`config.mk`:
```
export PLATFORM = sky130hd
export DESIGN_NAME = crc_reg_engine
export DESIGN_NICKNAME = d
export VERILOG_FILES = /design/src/rtl/crc_pkg.sv /design/src/rtl/crc_ctrl.sv /design/src/rtl/crc_datapath.sv /design/src/rtl/crc_reg_engine.sv
export SDC_FILE = /design/constraint.sdc
export NUM_CORES = 1
export LEC_CHECK = 0
export BUFFER_PORTS_ARGS = -buffer_cell sky130_fd_sc_hd__clkbuf_2
export CORE_ASPECT_RATIO = 0.8
export CORE_MARGIN = 2
export CORE_UTILIZATION = 47
export CTS_BUF_LIST = sky130_fd_sc_hd__clkbuf_4
export DETAILED_ROUTE_END_ITERATION = 10
export PLACE_DENSITY = 0.72
export SETUP_SLACK_MARGIN = 0.15
export SLEW_MARGIN = 5
export SYNTH_ARGS = -nofsm -noshare
export SYNTH_HDL_FRONTEND = slang
export SYNTH_HIERARCHICAL = 1
export SYNTH_SLANG_ARGS = --single-unit
```
`constraint.sdc`:
```
create_clock -name clk -period 1.6 [get_ports clk]
set_input_delay 0.08 -clock clk [delete_from_list [all_inputs] [get_ports clk]]
set_output_delay 0.08 -clock clk [all_outputs]
set_load 0.01 [all_outputs]
```
`src/rtl/crc_pkg.sv`:
```
`timescale 1ns/1ps
package crc_pkg;
  localparam int ADDR_W = 2;
  localparam int BUS_W  = 16;
  localparam int BYTE_W = 8;
  localparam int CRC_W  = 16;
  localparam int CNT_W  = 12;

  localparam logic [ADDR_W-1:0] ADDR_CTRL = 2'd0;
  localparam logic [ADDR_W-1:0] ADDR_DATA = 2'd1;
  localparam logic [ADDR_W-1:0] ADDR_OUT  = 2'd2;

  localparam int RESTART_BIT = 15;

  typedef struct packed {
    logic              restart;
    logic              feed;
    logic [BYTE_W-1:0] dataByte;
  } crcStrobe_t;

  // Fold one byte into a reflected CRC, least significant bit first.
  function automatic logic [CRC_W-1:0] foldByte(
    input logic [CRC_W-1:0]  state,
    input logic [BYTE_W-1:0] din,
    input logic [CRC_W-1:0]  polyRef
  );
    logic [CRC_W-1:0] s;
    s = state;
    for (int i = 0; i < BYTE_W; i++) begin
      if (s[0] ^ din[i]) s = (s >> 1) ^ polyRef;
      else               s = s >> 1;
    end
    return s;
  endfunction
endpackage

```
`src/rtl/crc_ctrl.sv`:
```
`timescale 1ns/1ps
module crc_ctrl
  import crc_pkg::*;
#(
  parameter int CNT_WIDTH = CNT_W
) (
  input  logic [ADDR_W-1:0]    busAddr,
  input  logic                 busWrite,
  input  logic [BUS_W-1:0]     busWdata,
  input  logic [CNT_WIDTH-1:0] cntVal,
  input  logic [CRC_W-1:0]     crcVal,
  output crcStrobe_t           strobe,
  output logic [BUS_W-1:0]     busRdata
);
  always_comb begin
    strobe.restart  = busWrite && (busAddr == ADDR_CTRL) && busWdata[RESTART_BIT];
    strobe.feed     = busWrite && (busAddr == ADDR_DATA);
    strobe.dataByte = busWdata[BYTE_W-1:0];
  end

  always_comb begin
    busRdata = '0;
    case (busAddr)
      ADDR_CTRL: busRdata[CNT_WIDTH-1:0] = cntVal;
      ADDR_OUT:  busRdata = crcVal;
      default:   busRdata = '0;
    endcase
  end
endmodule

```
`src/rtl/crc_datapath.sv`:
```
`timescale 1ns/1ps
module crc_datapath
  import crc_pkg::*;
#(
  parameter int               CNT_WIDTH = CNT_W,
  parameter logic [CRC_W-1:0] POLY_REF  = 16'h8408,
  parameter logic [CRC_W-1:0] INIT_VAL  = 16'hFFFF,
  parameter logic [CRC_W-1:0] OUT_XOR   = 16'hFFFF
) (
  input  logic                 clk,
  input  logic                 rstN,
  input  crcStrobe_t           strobe,
  output logic [CNT_WIDTH-1:0] cntVal,
  output logic [CRC_W-1:0]     crcVal
);
  localparam logic [CNT_WIDTH-1:0] CNT_MAX = '1;

  logic [CRC_W-1:0]     stateQ;
  logic [CNT_WIDTH-1:0] cntQ;

  always_ff @(posedge clk or negedge rstN) begin
    if (!rstN) begin
      stateQ <= INIT_VAL;
      cntQ   <= '0;
    end else if (strobe.restart) begin
      stateQ <= INIT_VAL;
      cntQ   <= '0;
    end else if (strobe.feed) begin
      stateQ <= foldByte(stateQ, strobe.dataByte, POLY_REF);
      if (cntQ != CNT_MAX) cntQ <= cntQ + 1'b1;
    end
  end

  assign cntVal = cntQ;
  assign crcVal = stateQ ^ OUT_XOR;
endmodule

```
`src/rtl/crc_reg_engine.sv`:
```
`timescale 1ns/1ps
module crc_reg_engine
  import crc_pkg::*;
#(
  parameter int               CNT_WIDTH = CNT_W,
  parameter logic [CRC_W-1:0] POLY_REF  = 16'h8408,
  parameter logic [CRC_W-1:0] INIT_VAL  = 16'hFFFF,
  parameter logic [CRC_W-1:0] OUT_XOR   = 16'hFFFF
) (
  input  logic              clk,
  input  logic              rstN,
  input  logic [1:0]        busAddr,
  input  logic              busWrite,
  input  logic [15:0]       busWdata,
  output logic [15:0]       busRdata
);
  crcStrobe_t           strobe;
  logic [CNT_WIDTH-1:0] cntVal;
  logic [CRC_W-1:0]     crcVal;

  crc_ctrl #(.CNT_WIDTH(CNT_WIDTH)) u_ctrl (
    .busAddr  (busAddr),
    .busWrite (busWrite),
    .busWdata (busWdata),
    .cntVal   (cntVal),
    .crcVal   (crcVal),
    .strobe   (strobe),
    .busRdata (busRdata)
  );

  crc_datapath #(
    .CNT_WIDTH (CNT_WIDTH),
    .POLY_REF  (POLY_REF),
    .INIT_VAL  (INIT_VAL),
    .OUT_XOR   (OUT_XOR)
  ) u_dp (
    .clk    (clk),
    .rstN   (rstN),
    .strobe (strobe),
    .cntVal (cntVal),
    .crcVal (crcVal)
  );
endmodule

```
==> results of run 1 <==
[state kept, by name (all words and copies together), names as in the netlist]
signal,cells
u_dp/stateQ,16
u_dp/cntVal,12
[cell type report]
type	instances	area share
Timing Repair Buffer	55	0.144
Clock buffer	3	0.00916
Multi-Input combinational cell	141	0.494
Tap cell	57	0.0290
Clock inverter	1	0.00153
Sequential cell	28	0.295
Inverter	18	0.0275
[critical path: stages, from the launching register on]
cell	delay (ns)
dfrtp_2	0.45
ha_4	0.18
nand4_4	0.15
nor4_4	0.06
buf_6	0.15
or4_4	0.42
a21oi_2	0.13
[metrics by stage]
step | hold WS (ns) | worst slack (ns) | cell area (um^2)
5_1_grt | 0.194 | -0.0250 | 2460
3_5_place_dp | 0.170 | 0.0611 | 2220
4_1_cts | 0.157 | 0.0424 | 2300
6_report | 0.204 | 0.00418 | 2460
3_3_place_gp | 0.169 | 0.114 | 2220
2_1_floorplan | -0.216 | 0.0827 | 2040
[logic make-up (layout without fill, tap and decap cells)]
family	count (synthesis)	after routing
flops	28	28
mux	16	16
simple gates	67	67
buf+inv	36	77
compound gates	32	32
xor+xnor	25	25
fa+ha+maj	1	1
[timing repair]
action | in CTS | in global routing
hold buffers | 1 | 0
resized for setup | 2 | 28
endpoints found under the hold margin | 12 | 0
setup buffers | 3 | 8
setup endpoints to repair | 12 | 19
pin swaps | 4 | 23
[metal layers]
metal	up-vias	track usage
li1	775	-
met1	777	0.274
met4	0	0.0390
met3	4	0.0376
met2	42	0.321
met5	-	0
[report_power, final]
group	internal, mW	leakage (nW)	switching, mW
registers	1.08	0.328	0.244
logic	1.22	0.826	0.973
clock network	0.0918	0.0154	0.215
total	2.39	1.17	1.43
[worst max-delay path by stage]
stage	from	endpoint
2_1_floorplan	busAddr[1]	u_dp/cntVal[5]
3_3_place_gp	u_dp/cntVal[1]	u_dp/cntVal[9]
3_5_place_dp	busAddr[1]	u_dp/cntVal[5]
4_1_cts	u_dp/cntVal[0]	u_dp/cntVal[9]
5_1_grt	u_dp/cntVal[1]	u_dp/cntVal[5]
6_report	u_dp/cntVal[1]	u_dp/cntVal[5]
[layout by cell type, fill, tap and decap left out, types with 2 or more instances in the layout]
| master | synthesis | layout |
|---|---|---|
| buf_6 | 1 | 3 |
| a211o_1 | 5 | 5 |
| mux2_2 | 3 | 2 |
| xor2_1 | 3 | 2 |
| xnor2_4 | 0 | 3 |
| mux2i_1 | 13 | 13 |
| inv_2 | 0 | 4 |
| dfstp_2 | 16 | 16 |
| and2b_1 | 2 | 2 |
| buf_2 | 4 | 5 |
| inv_1 | 18 | 14 |
| a21oi_1 | 10 | 6 |
| nor2_1 | 24 | 23 |
| o21ai_0 | 3 | 3 |
| or3_1 | 3 | 3 |
| nor3_1 | 7 | 7 |
| o31ai_1 | 2 | 2 |
| clkbuf_4 | 0 | 3 |
| clkbuf_2 | 1 | 24 |
| or4_4 | 0 | 3 |
| xnor2_2 | 7 | 8 |
| xnor2_1 | 15 | 11 |
| dfrtp_2 | 0 | 3 |
| and2_1 | 4 | 4 |
| a21oi_2 | 0 | 4 |
| buf_4 | 8 | 22 |
| o211ai_1 | 5 | 5 |
| nand2_1 | 12 | 11 |
| dfrtp_1 | 12 | 9 |
| a31oi_1 | 2 | 2 |
==> impl_metrics.yaml, run 1 <==
yosys:
  synthMuxAreaShare: 0.0829
  yosys_warnings: 6
  synthTopCellsByCount: "nor2_1, inv_1, dfstp_2, xnor2_1, mux2i_1"
  netlist-cell-type-count: 45
  synth_xor_area_frac: 0.137
  synth_ff_type: "dfstp_2"
  synth_area_um2: 1980
  synth-edff-count: 0
  synth_top_family_by_area: "simple AND/OR/NAND/NOR gates"
  ys_ff_latch: 28
  synth_seq_area_share: 0.365
  synth_top_cell_by_area: "dfstp_2"
  yosys.area_share.simple: 0.193
  synth_area_leaders: "dfstp_2, dfrtp_1, xnor2_1"
  syn_nets: 227
  async_flop_share: 1.00
  syn_avg_cell_area_um2: 9.64
  netlist_instances: 205
  synth_compound_area_frac: 0.117
  yosysTopAreaCellShare: 0.213
  synthAdderAreaFrac: 0.00633
  post-synth-top-count-cell: "nor2_1"
place:
  dp_cells: 287
  io_buffer_count: 29
  place_congestion: 0.964
  hpwl_mm: 3.24
cts:
  clockBufferDepth: 2
  clkTransAtPathRegs_ns: 0.15
  cts_buffers: 3
  tritoncts: "yes"
  cts_sinks: 28
  h-tree-depth: 1
  clock_latency_ns: 0.33
  clock-root-buffer: "clkbuf_4"
power_and_ir_drop:
  power_density_nw_per_um2: 1550
  power.leakage_nw: 1.17
  power.total_mw: 3.82
  vdd_ir_drop_max_v: 0.000935
critical_path:
  worstSetupStartpointType: "register"
  cp.required_ns: 1.88
  regToRegEndpoint: "u_dp/cntVal[5]"
  reg2reg_depth: 6
  reg2reg_from: "u_dp/cntVal[1]"
  critical_path_class: "register to register"
  worstPathArrival_ns: 1.87
  path_max_fanout: 9
  reg2reg_slack_ns: 0.004
  cp-end-kind: "register"
routing:
  highest_layer: "met4"
  vias: 1598
  drc_errors: 0
  first_iter_violations: 131
  detail_route.first_pass.iterations: 4
  routed_wirelength_mm: 4.56
  drt-met1-wl_mm: 2.13
  ant_nets: 0
  wire_per_inst_um: 15.0
  viasPerCell: 5.27
  wl_met3_um: 222
  routed-wl-met2_mm: 2.17
floorplanning:
  die_w_um: 76.5
  dieHeight_um: 62.0
  core_area_um2: 4100
  rows: 21
  dieArea_um2: 4740
  ios: 37
  start_util: 0.482
grt:
  grt_use_total: 0.194
  overflow: 0
  grt_pass1_vias: 1450
  grt_first_pass_wirelength_mm: 7.07
  grt_start_max_net_pins: 31
  antenna_found_initial: 0
finish:
  final_cells: 303
  multi_input_area_um2: 1220
  synthToLayoutAreaGrowth_pct: 24.4
  area.sequential_um2: 724
  fillers: 362
  final_util: 0.600
  n_antenna_cell: 0
  layout-drive-gt1-share: 0.459
  fin_nets: 269
hold_path:
  hp-start: "busWdata[1]"
  hold_path_end: "u_dp/stateQ[9]"
  whs_path_depth: 4
  min_path_type: "primary input to register"
job:
  maxCapViolations: 0
timing:
  clock.fmax_mhz: 627
  fin_skew_ns: 0.00160
  setup_tns_ns: 0
  hold_viol_final: 0
  rsz0062_at_grt: "yes"
  finalMaxSlewViolations: 0
  timing.final.crit_share: 0.997
  slew-limit-headroom: 0.522
  worstMarginPinSlew_ns: 0.718
  post-route-min-period_ns: 1.60
  setup_viol_count_final: 0
run_status:
  status: "finished clean"
(Power assumes the default switching activity.)
==> run 2: changes to the inputs <==
--- a/config.mk
+++ b/config.mk
@@ -5,13 +5,12 @@
 export SDC_FILE = /design/constraint.sdc
 export NUM_CORES = 1
 export LEC_CHECK = 0
-export BUFFER_PORTS_ARGS = -buffer_cell sky130_fd_sc_hd__clkbuf_2
 export CORE_ASPECT_RATIO = 0.8
 export CORE_MARGIN = 2
 export CORE_UTILIZATION = 47
 export CTS_BUF_LIST = sky130_fd_sc_hd__clkbuf_4
 export DETAILED_ROUTE_END_ITERATION = 10
-export PLACE_DENSITY = 0.72
+export DONT_BUFFER_PORTS = 1
 export SETUP_SLACK_MARGIN = 0.15
 export SLEW_MARGIN = 5
 export SYNTH_ARGS = -nofsm -noshare
==> impl_metrics.yaml, run 2 (synthesis gave the netlist of run 1 again) <==
power_and_ir_drop:
  intPower_mw: 2.24
  p_switching_mw: 1.34
  power_density_nw_per_um2: 1530
  power.leakage_nw: 1.05
  p_clk_frac: 0.085
  vdd_ir_drop_max_v: 0.000956
  power.total_mw: 3.58
  swShare: 0.374
  power_frac_comb: 0.544
  p_seq_frac: 0.371
critical_path:
  worstPathArrival_ns: 1.84
  cp.required_ns: 1.87
  crit_slowest_cell: "dfrtp_2"
  path_max_fanout: 9
  path_cells: "ha_4 > nand4_4 > nor4_4 > buf_6 > or4_4 > a21oi_2"
  crit_path_max_incr_delay_ns: 0.45
  worstSetupStartpointType: "register"
  critical_path_class: "register to register"
  cp-end-kind: "register"
floorplanning:
  ios: 37
  die_w_um: 76.5
  dieArea_um2: 4740
  dieHeight_um: 62.0
  start_util: 0.482
  core_area_um2: 4100
  rows: 21
grt:
  grt_use_total: 0.197
  antenna_found_initial: 0
  grt_start_max_net_pins: 29
  grt_first_pass_wirelength_mm: 7.22
  overflow: 0
  grt_pass1_vias: 1386
finish:
  n_antenna_cell: 0
  layout-drive-gt1-share: 0.365
  largest-register: "u_dp/stateQ"
  largest_reg_flops: 16
  fin_nets: 242
  fillers: 382
  synthToLayoutAreaGrowth_pct: 18.4
  mostFrequentLayoutCells: "buf_4, nor2_1, inv_1, dfstp_2, mux2i_1"
  final_cells: 276
  final_cell_area_um2: 2340
run_status:
  status: "finished clean"
timing:
  slew-limit-headroom: 0.771
  hold_ws_ns: 0.0965
  clock.fmax_mhz: 634
  rsz0062_at_grt: "yes"
  worstMarginPinSlew_ns: 0.342
  setup_tns_ns: 0
  post-route-min-period_ns: 1.58
  hold_viol_final: 0
  finalMaxSlewViolations: 0
  timing.final.crit_share: 0.986
  setup_viol_count_final: 0
  fin_skew_ns: 0.00886
routing:
  detail_route.first_pass.iterations: 4
  viasPerCell: 5.29
  ant_nets: 0
  first_iter_violations: 83
  routed_wirelength_mm: 4.43
  wire_per_inst_um: 16.1
  vias: 1460
  drc_errors: 0
place:
  place_congestion: 0.842
  dp_cells: 254
  dpl_cell_area_um2: 2050
  io_buffer_count: 0
  hpwl_mm: 3.15
cts:
  cts_sinks: 28
  clockBufferDepth: 2
  h-tree-depth: 1
  clkTransAtPathRegs_ns: 0.15
  cts_buffers: 3
  clock-root-buffer: "clkbuf_4"
  clock_latency_ns: 0.33
  tritoncts: "yes"
job:
  maxCapViolations: 0
hold_path:
  min_path_type: "primary input to register"
-- run 2: final cells by class --
cell class,count,area [um^2],share of cell area
Clock buffer,3,22.5,0.00962
Tap cell,57,71.3,0.0305
Multi-Input combinational cell,141,1200,0.515
Sequential cell,28,727,0.311
Inverter,18,67.6,0.0289
Timing Repair Buffer,28,244,0.104
Clock inverter,1,3.75,0.00160
-- run 2: per-stage QoR --
step / utilization / worst slack, ns
after floorplan: - / 0.0827
after global placement: 0.500 / 0.121
after detailed placement: 0.500 / 0.0850
after CTS: 0.529 / 0.0901
after global routing: 0.571 / -0.0307
final: 0.571 / 0.0225
-- run 2: path summary, 6_finish.rpt --
kind | from | to | slack, ns | depth (start not counted)
min reg2reg | u_dp/stateQ[15] | u_dp/stateQ[15] | 0.54 | 2
min in group asynchronous | rstN | u_dp/cntVal[6] | 0.14 | 2
max reg2reg | u_dp/cntVal[1] | u_dp/cntVal[5] | 0.02 | 6
max | u_dp/cntVal[1] | u_dp/cntVal[5] | 0.02 | 6
min | busWdata[2] | u_dp/stateQ[10] | 0.1 | 3
max in group asynchronous | rstN | u_dp/stateQ[0] | 1.21 | 2
-- run 2: critical path: cells and delay by family, from the launching register on --
family | cells | cell delay [ns]
AND/OR/NAND/NOR | 3 | 0.60
flip-flops | 1 | 0.45
adder cells (fa/ha/maj) | 1 | 0.18
buffers and inverters | 1 | 0.14
AO/OA/AOI/OAI | 1 | 0.14
-- run 2: repair_timing --
item                                    4_1_cts  5_1_grt
buffers inserted                              5       10
hold buffers                                  3        0
hold endpoints to repair                     29        0
pin swaps                                     5       15
resized for setup                             4       13
endpoints found under the setup margin       12       15
-- run 2: layer usage --
metal / part of all wire / vias to the layer above / routed length, um / track usage
li1: - / 720 / - / -
met1: 0.48 / 694 / 2110 / 0.285
met2: 0.45 / 38 / 1980 / 0.293
met3: 0.058 / 8 / 255 / 0.0477
met4: 0.019 / 0 / 86 / 0.0675
met5: 0 / - / 0 / 0
-- run 2: power groups by stage --
stage               registers, mW  logic, mW  clock network (mW)
floorplan                    1.28       1.33                   0
global placement             1.29       1.59                   0
detailed placement           1.31       1.61                   0
CTS                          1.30       1.69               0.331
global route                 1.37       2.13               0.357
finish                       1.33       1.95               0.303
==> run 3: changes to the inputs <==
==> constraint.sdc (replaced) <==
create_clock -name clk -period 1.45 [get_ports clk]
set_input_delay 0.0725 -clock clk [delete_from_list [all_inputs] [get_ports clk]]
set_output_delay 0.0725 -clock clk [all_outputs]
set_load 0.01 [all_outputs]
==> impl_metrics.yaml, run 3 (synthesis gave the netlist of run 1 again) <==
critical_path:
  path_cells: "ha_4 > buf_4 > o211a_4 > nand4_1 > buf_4 > o21ai_0 > a21oi_2"
  cp.required_ns: 1.68
  reg2reg_from: "u_dp/cntVal[1]"
  worstSetupStartpointType: "register"
  crit_slowest_cell: "dfrtp_2"
  path_max_fanout: 5
  crit_start: "u_dp/cntVal[1]"
  cp-end-kind: "register"
  critical_path_class: "register to register"
  worstPathArrival_ns: 1.79
  cp_top_family: "compound AO/OA/AOI/OAI gates"
  crit_path_max_incr_delay_ns: 0.42
  cp_num_buf_inv: 2
  crit_top_cell: "buf_4"
cts:
  cts_buffers: 3
  clock_latency_ns: 0.35
  clockBufferDepth: 2
  clock-root-buffer: "clkbuf_4"
  h-tree-depth: 1
  cts_sinks: 28
  tritoncts: "yes"
  clkTransAtPathRegs_ns: 0.17
hold_path:
  min_path_type: "primary input to register"
  hp-start: "busWdata[2]"
timing:
  hold_viol_final: 0
  rsz0062_at_grt: "yes"
  post-route-min-period_ns: 1.56
  slew-limit-headroom: 0.748
  timing.final.crit_share: 1.07
  setup_ws_ns: -0.107
  worstMarginPinSlew_ns: 0.377
  setup_viol_count_final: 8
  finalMaxSlewViolations: 0
  hold_ws_ns: 0.128
  clock.fmax_mhz: 642
  fin_skew_ns: 0.0187
routing:
  vias: 1594
  ant_nets: 0
  routed_wirelength_mm: 5.02
  viasPerCell: 5.40
  drc_errors: 0
  detail_route.first_pass.iterations: 4
  first_iter_violations: 99
  wire_per_inst_um: 17.0
run_status:
  violations: "setup timing"
  status: "finished with violations"
finish:
  final_util: 0.642
  mostFrequentLayoutCells: "buf_4, dfstp_2, nor2_2, inv_2, nor2_1"
  largest-register: "u_dp/stateQ"
  synthToLayoutAreaGrowth_pct: 33.0
  fin_nets: 261
  layout-drive-gt1-share: 0.576
  final_common_cell: "buf_4"
  n_antenna_cell: 0
  largest_reg_flops: 16
grt:
  overflow: 0
  grt_first_pass_wirelength_mm: 7.80
  grt_use_total: 0.215
  antenna_found_initial: 0
  grt_start_max_net_pins: 29
  grt_pass1_vias: 1547
power_and_ir_drop:
  p_switching_mw: 1.77
  swShare: 0.372
  power_density_nw_per_um2: 1810
  power_frac_comb: 0.607
  vdd_ir_drop_max_v: 0.00108
  intPower_mw: 2.99
  p_seq_frac: 0.313
  p_clk_frac: 0.080
  power.leakage_nw: 1.16
floorplanning:
  core_area_um2: 4100
  ios: 37
  dieArea_um2: 4740
  die_w_um: 76.5
  rows: 21
  start_util: 0.482
  dieHeight_um: 62.0
place:
  io_buffer_count: 0
  place_congestion: 0.767
  hpwl_mm: 3.48
job:
  maxCapViolations: 0
-- run 3: metal layers --
layer  global-route usage  part of all wire  up-vias
li1                     -                 -      768
met1                0.294              0.46      785
met2                0.360              0.49       35
met3               0.0477             0.045        6
met4               0.0519            0.0090        0
met5                    0                 0        -
-- run 3: power groups by stage --
stage                     sequential (mW)  combinational, mW  clock, mW
after floorplan                      1.44               1.53          0
after global placement               1.44               1.95          0
after detailed placement             1.45               1.99          0
after CTS                            1.48               2.48      0.390
after global routing                 1.52               3.10      0.412
final                                1.49               2.89      0.379
-- run 3: what timing repair did --
item	4_1_cts	5_1_grt
resized for setup	31	31
setup buffers	7	11
endpoints found under the setup margin	27	38
hold buffers	2	0
pin swaps	35	20
endpoints found under the hold margin	28	0
-- run 3: metrics by stage --
stage	instances	power, mW	setup slack (ns)	cell area, um^2	setup TNS [ns]
finish	295	4.76	-0.107	2630	-0.545
global route	295	5.03	-0.185	2630	-1.43
CTS	284	4.35	-0.0786	2450	-0.463
detailed placement	271	3.45	-0.0863	2210	-0.336
global placement	271	3.38	-0.0660	2210	-0.158
floorplan	205	2.97	-0.0595	2080	-0.0978
-- run 3: path summary, 6_finish.rpt --
| check | to | slack, ns | cells past startpoint |
|---|---|---|---|
| min reg2reg | u_dp/stateQ[6] | 0.55 | 2 |
| max reg2reg | u_dp/cntVal[6] | -0.11 | 7 |
| max in group asynchronous | u_dp/stateQ[7] | 1.05 | 2 |
| min in group asynchronous | u_dp/cntVal[5] | 0.14 | 2 |
| min | u_dp/stateQ[10] | 0.13 | 4 |
| max | u_dp/cntVal[6] | -0.11 | 7 |
-- run 3: worst reg2reg max path: stages (launching register included) --
cell     delay (ns)
dfrtp_2        0.42
ha_4           0.16
buf_4          0.11
o211a_4        0.18
nand4_1        0.13
buf_4          0.16
o21ai_0        0.20
a21oi_2        0.08
-- run 3: layout make-up --
cell class,instances,area (um^2)
Sequential cell,28,724
Timing Repair Buffer,47,394
Multi-Input combinational cell,141,1340
Fill cell,334,1470
Inverter,18,70.1
Tap cell,57,71.3
Clock buffer,4,30.0
